`src/rtl/flash_guard_pkg.sv`:
```
package flash_guard_pkg;
  localparam int CTRL_W   = 4;
  localparam int PGM_BIT  = 0;
  localparam int ERS_BIT  = 1;
  localparam int PVFY_BIT = 2;
  localparam int EVFY_BIT = 3;

  localparam logic [1:0] SEL_CTRL = 2'd0;
  localparam logic [1:0] SEL_STAT = 2'd1;
  localparam logic [1:0] SEL_BLK  = 2'd2;

  typedef struct packed {
    logic wrCtrl;   // store a control write
    logic keepRun;  // protect run bits during that write
    logic wrBlk;    // store a block-enable write
    logic abort;    // fault event this cycle
    logic clrAll;   // watchdog reset or hardware standby
    logic clrSoft;  // software standby under fault
  } guardStrobe_t;
endpackage

```
`src/rtl/flash_guard_ctrl.sv`:
```
module flash_guard_ctrl
  import flash_guard_pkg::*;
(
  input  logic         clk,
  input  logic         rst_n,
  input  logic         wrEn,
  input  logic [1:0]   wrSel,
  input  logic         wrPgm,
  input  logic         wrErs,
  input  logic         runActive,
  input  logic         blkAny,
  input  logic         flashRd,
  input  logic         excEntry,
  input  logic         excExempt,
  input  logic         sleepExec,
  input  logic         swStandby,
  input  logic         busGrant,
  input  logic         wdtReset,
  input  logic         hwStandby,
  output guardStrobe_t strobe,
  output logic         faultQ
);
  logic trip, clrAll, clrSoft, lockRun, ctrlLegal, eraseNoBlk;

  always_comb begin
    trip       = runActive & (flashRd | (excEntry & ~excExempt) | sleepExec
                              | swStandby | busGrant);
    clrAll     = wdtReset | hwStandby;
    clrSoft    = ~clrAll & faultQ & swStandby;
    lockRun    = faultQ | trip;
    ctrlLegal  = wrEn & (wrSel == SEL_CTRL) & ~clrAll & ~clrSoft & ~(wrPgm & wrErs);
    eraseNoBlk = wrErs & ~blkAny & ~lockRun;

    strobe.wrCtrl  = ctrlLegal & ~eraseNoBlk;
    strobe.keepRun = lockRun;
    strobe.wrBlk   = wrEn & (wrSel == SEL_BLK) & ~clrAll & ~clrSoft;
    strobe.abort   = trip;
    strobe.clrAll  = clrAll;
    strobe.clrSoft = clrSoft;
  end

  always_ff @(posedge clk or negedge rst_n) begin
    if (!rst_n)      faultQ <= 1'b0;
    else if (clrAll) faultQ <= 1'b0;
    else if (trip)   faultQ <= 1'b1;
  end
endmodule

```
`src/rtl/flash_guard_dp.sv`:
```
module flash_guard_dp
  import flash_guard_pkg::*;
#(
  parameter int DATA_W = 8,
  parameter int BLK_W  = 8
) (
  input  logic              clk,
  input  logic              rst_n,
  input  guardStrobe_t      strobe,
  input  logic              faultQ,
  input  logic [DATA_W-1:0] wrData,
  input  logic [1:0]        rdSel,
  input  logic              nmiIn,
  output logic [DATA_W-1:0] rdData,
  output logic              runActive,
  output logic              blkAny,
  output logic              pgmEn,
  output logic              ersEn,
  output logic              pvfyEn,
  output logic              evfyEn,
  output logic              nmiOut
);
  logic [CTRL_W-1:0] ctrlQ;
  logic [BLK_W-1:0]  blkQ;

  always_ff @(posedge clk or negedge rst_n) begin
    if (!rst_n) begin
      ctrlQ <= '0;
      blkQ  <= '0;
    end else if (strobe.clrAll || strobe.clrSoft) begin
      ctrlQ <= '0;
      blkQ  <= '0;
    end else begin
      if (strobe.wrCtrl) begin
        if (strobe.keepRun)
          ctrlQ <= {wrData[EVFY_BIT], wrData[PVFY_BIT], ctrlQ[ERS_BIT], ctrlQ[PGM_BIT]};
        else
          ctrlQ <= wrData[CTRL_W-1:0];
      end
      if (strobe.wrBlk) blkQ <= wrData[BLK_W-1:0];
    end
  end

  always_comb begin
    runActive = ctrlQ[PGM_BIT] | ctrlQ[ERS_BIT];
    blkAny    = |blkQ;
    pgmEn     = ctrlQ[PGM_BIT] & ~faultQ & ~strobe.abort;
    ersEn     = ctrlQ[ERS_BIT] & ~faultQ & ~strobe.abort;
    pvfyEn    = ctrlQ[PVFY_BIT];
    evfyEn    = ctrlQ[EVFY_BIT];
    nmiOut    = nmiIn & ~runActive;
  end

  always_comb begin
    rdData = '0;
    case (rdSel)
      SEL_CTRL: rdData[CTRL_W-1:0] = ctrlQ;
      SEL_STAT: rdData[0]          = faultQ;
      SEL_BLK:  rdData[BLK_W-1:0]  = blkQ;
      default:  rdData             = '0;
    endcase
  end
endmodule

```
`src/rtl/flash_guard.sv`:
```
module flash_guard
  import flash_guard_pkg::*;
#(
  parameter int DATA_W = 8,
  parameter int BLK_W  = 8
) (
  input  logic              clk,
  input  logic              rst_n,
  input  logic              wrEn,
  input  logic [1:0]        wrSel,
  input  logic [DATA_W-1:0] wrData,
  input  logic [1:0]        rdSel,
  output logic [DATA_W-1:0] rdData,
  input  logic              flashRd,
  input  logic              excEntry,
  input  logic              excExempt,
  input  logic              sleepExec,
  input  logic              swStandby,
  input  logic              busGrant,
  input  logic              wdtReset,
  input  logic              hwStandby,
  input  logic              nmiIn,
  output logic              pgmEn,
  output logic              ersEn,
  output logic              pvfyEn,
  output logic              evfyEn,
  output logic              nmiOut,
  output logic              faultFlag
);
  guardStrobe_t strobe;
  logic faultQ, runActive, blkAny;

  flash_guard_ctrl u_ctrl (
    .clk(clk), .rst_n(rst_n), .wrEn(wrEn), .wrSel(wrSel),
    .wrPgm(wrData[PGM_BIT]), .wrErs(wrData[ERS_BIT]),
    .runActive(runActive), .blkAny(blkAny),
    .flashRd(flashRd), .excEntry(excEntry), .excExempt(excExempt),
    .sleepExec(sleepExec), .swStandby(swStandby), .busGrant(busGrant),
    .wdtReset(wdtReset), .hwStandby(hwStandby),
    .strobe(strobe), .faultQ(faultQ)
  );

  flash_guard_dp #(.DATA_W(DATA_W), .BLK_W(BLK_W)) u_dp (
    .clk(clk), .rst_n(rst_n), .strobe(strobe), .faultQ(faultQ),
    .wrData(wrData), .rdSel(rdSel), .nmiIn(nmiIn), .rdData(rdData),
    .runActive(runActive), .blkAny(blkAny),
    .pgmEn(pgmEn), .ersEn(ersEn), .pvfyEn(pvfyEn), .evfyEn(evfyEn),
    .nmiOut(nmiOut)
  );

  assign faultFlag = faultQ;
endmodule

```
`config.mk`:
```
export PLATFORM = sky130hd
export DESIGN_NAME = flash_guard
export DESIGN_NICKNAME = d
export VERILOG_FILES = /design/src/rtl/flash_guard_pkg.sv /design/src/rtl/flash_guard_ctrl.sv /design/src/rtl/flash_guard_dp.sv /design/src/rtl/flash_guard.sv
export SDC_FILE = /design/constraint.sdc
export NUM_CORES = 1
export LEC_CHECK = 0
export ABC_CLOCK_PERIOD_IN_PS = 2200
export BUFFER_PORTS_ARGS = -buffer_cell sky130_fd_sc_hd__buf_2
export CORE_ASPECT_RATIO = 0.9
export CORE_MARGIN = 2
export CORE_UTILIZATION = 47
export CTS_CLUSTER_SIZE = 10
export DETAILED_ROUTE_END_ITERATION = 8
export GPL_TIMING_DRIVEN = 0
export PLACE_DENSITY = 0.82
export SLEW_MARGIN = 15
export SYNTH_ARGS = -nofsm -noshare
export SYNTH_HDL_FRONTEND = slang
export SYNTH_SLANG_ARGS = --single-unit
export TNS_END_PERCENT = 1
```
`constraint.sdc`:
```
create_clock -name clk -period 2.2 [get_ports clk]
set_input_delay 0.22 -clock clk [delete_from_list [all_inputs] [get_ports clk]]
set_output_delay 0.22 -clock clk [all_outputs]
set_load 0.05 [all_outputs]
```
==> impl_results.md <==
* Outcome: complete, no violations
* Hold Path Class: in -> reg
* PortBufs at 36
* Layout Cells excl Fill at 146
* Data arrival, critical path at 1.53 ns
* CP startpoint kind: input pin
* Core area at 1480 µm²
* Part of the Yosys area used for sequential elements at 0.432
* Setup CP Type: in -> out
* Global-route wire length before repair at 2910 µm
* Vias per cell at 5.16
* DRT Wirelength at 1730 µm
* Via count at 754
* N_diodes at 0
* DP Area at 961 µm²
* Largest area contributor in the netlist: dfrtp_1
* Max-slew violations at 0
* Synth Cell Area at 753 µm²
* Initial Utilization at 0.509
* Post-CTS setup buffers at 0
* Detailed Route Iter0 Violations at 5
* Layout net count at 149
* Clock skew at 0.00786 ns
* Area delta synth->final at 32.6%
* # setup viols final at 0
* Full die area at 1940 µm²
* Layout cells sized above 1 at 0.363
* Final core utilization at 0.675
* Syn Nets at 107
* Power Total at 466 µW
* Initial antenna violation count at 0
* Post-Place Cells at 141
* HPWL after detailed placement at 1400 µm
* Global Route Usage Sum at 0.202
* Setup tns final at 0 ns
* Die Y at 42.0 µm
* Total grt overflow at 0
* Post-synthesis cell count at 83
* Die X at 46.2 µm
* Commonest non-fill, non-tap cell in the layout: buf_2
* H-tree levels at 1
* Max-cap violations at 0
* Design area at 998 µm²
* Cell variety after synth at 21
* Synth top area share at 0.432
* Largest net degree at the start of global routing at 14
* WHS at 0.130 ns
* CP required at 1.98 ns
* Drt pass-1 iters at 4
* Slew margin rel. at 0.381
* Worst-path maximum fanout at 5
* Clock transition at path regs at 0.07 ns
* Register area at 325 µm²
* Deepest clock path buffer count at 2
* Post-route DRC at 0
* Vias in the first global route at 695
* Ys Warns at 0
* Filler Cell Count at 126
* Area of the multi-input gates at 417 µm²
* Max IR drop VDD at 0.410 mV
* Setup crit end kind: output pin
* Static Leak at 0.508 nW
* Final WS setup at 0.453 ns
* DP Worst Slack at 0.442 ns
* Later-pin clock latency in the skew report at 0.28 ns
* Clock root cell: clkbuf_4
* CTS tree: yes
* Max Freq at 572 MHz
* Top cells by area, synth: dfrtp_1 43%, mux2i_1 13%, nand2_1 8.5%
* Register bit total from synthesis at 13
* Post-route ant nets at 0
* CTS buffer count at 3
* Mean post-synth cell area at 9.07 µm²
* Hold Vio Cnt, Final at 0
* Crit path time final at 1.75 ns
* Fin crit share at 0.794
* RePlAce Congestion at 0.779
* Worst Tran Pin Value at 0.923 ns
* Clock sink count at 13
* Commonest cells after routing, fill and taps aside: 36 x buf_2, 17 x nand2_1, 13 x dfrtp_1
* DR WL/cell at 11.8 µm
* Cell Rows at 13
* PwrDens at 467 nW/µm²
* IO Pins at 38
* Setup repair after global routing missed its margin: no
-- cell type report --
| type | count | share of cell area |
|---|---|---|
| multi-input cells | 67 | 0.417 |
| inverters | 1 | 0.00376 |
| clock buffers | 3 | 0.0226 |
| clock inverters | 1 | 0.00501 |
| well taps | 22 | 0.0276 |
| plain buffers | 2 | 0.00752 |
| repair buffers | 37 | 0.190 |
| flip-flops and latches | 13 | 0.326 |
-- registers in the layout (all words and copies together), names as in the netlist --
signal,cells
u_dp.blkQ,8
u_dp.ctrlQ,4
u_ctrl.faultQ,1
-- cell families after synthesis --
| kind of cell | count (synthesis) | synth area share |
|---|---|---|
| AO/OA/AOI/OAI | 13 | 0.111 |
| buffers and inverters | 3 | 0.0149 |
| flip-flops | 13 | 0.432 |
| multiplexers | 10 | 0.133 |
| AND/OR/NAND/NOR | 44 | 0.309 |
-- final timing paths --
check | startpoint | slack [ns] | depth (start not counted) | endpoint
worst min register to register | u_dp.blkQ[4] | 0.54 | 2 | u_dp.blkQ[4]
worst min-delay path | hwStandby | 0.13 | 2 | u_ctrl.faultQ
max in group asynchronous | rst_n | 1.62 | 2 | u_dp.blkQ[1]
min in group asynchronous | rst_n | 0.35 | 2 | u_dp.ctrlQ[1]
worst max register to register | u_ctrl.faultQ | 0.55 | 3 | u_dp.ctrlQ[1]
worst max-delay path | swStandby | 0.45 | 5 | pgmEn
-- repair_timing --
action                                 CTS  global route
hold buffers                             1             0
gates resized for setup                  0             0
endpoints found under the hold margin   13             0
-- layer usage --
metal	track usage	up-vias	share of wire	wire, µm
met2	0.317	22	0.50	857
met5	0	-	0	0
met1	0.268	352	0.45	779
li1	-	378	-	-
met3	0.0690	2	0.045	78
met4	0.0400	0	0.0069	12
-- power breakdown --
part	internal (mW)	total (mW)	switching, mW
clock network	0.0674	0.145	0.0779
logic	0.0313	0.0771	0.0458
registers	0.241	0.244	0.00249
total	0.340	0.466	0.126
-- critical path: stages --
cell     delay, ns
buf_2         0.12
or4_1         0.53
o22ai_2       0.21
and3_2        0.20
buf_2         0.25
-- cell usage after synthesis --
cell type,count
a211oi_1,2
inv_1,1
mux2i_1,10
and4_1,1
dfrtp_1,13
o22ai_2,1
a31oi_1,1
or4_1,1
clkbuf_1,2
nor4b_4,1
nor4_1,1
nand2_1,17
and3_2,2
o21ai_0,1
nor2b_1,3
a211o_2,1
nor2_1,7
a21oi_1,7
nand3_1,6
and2_1,4
nor3b_1,1
Note: power is estimated with default switching activity, not from simulation.
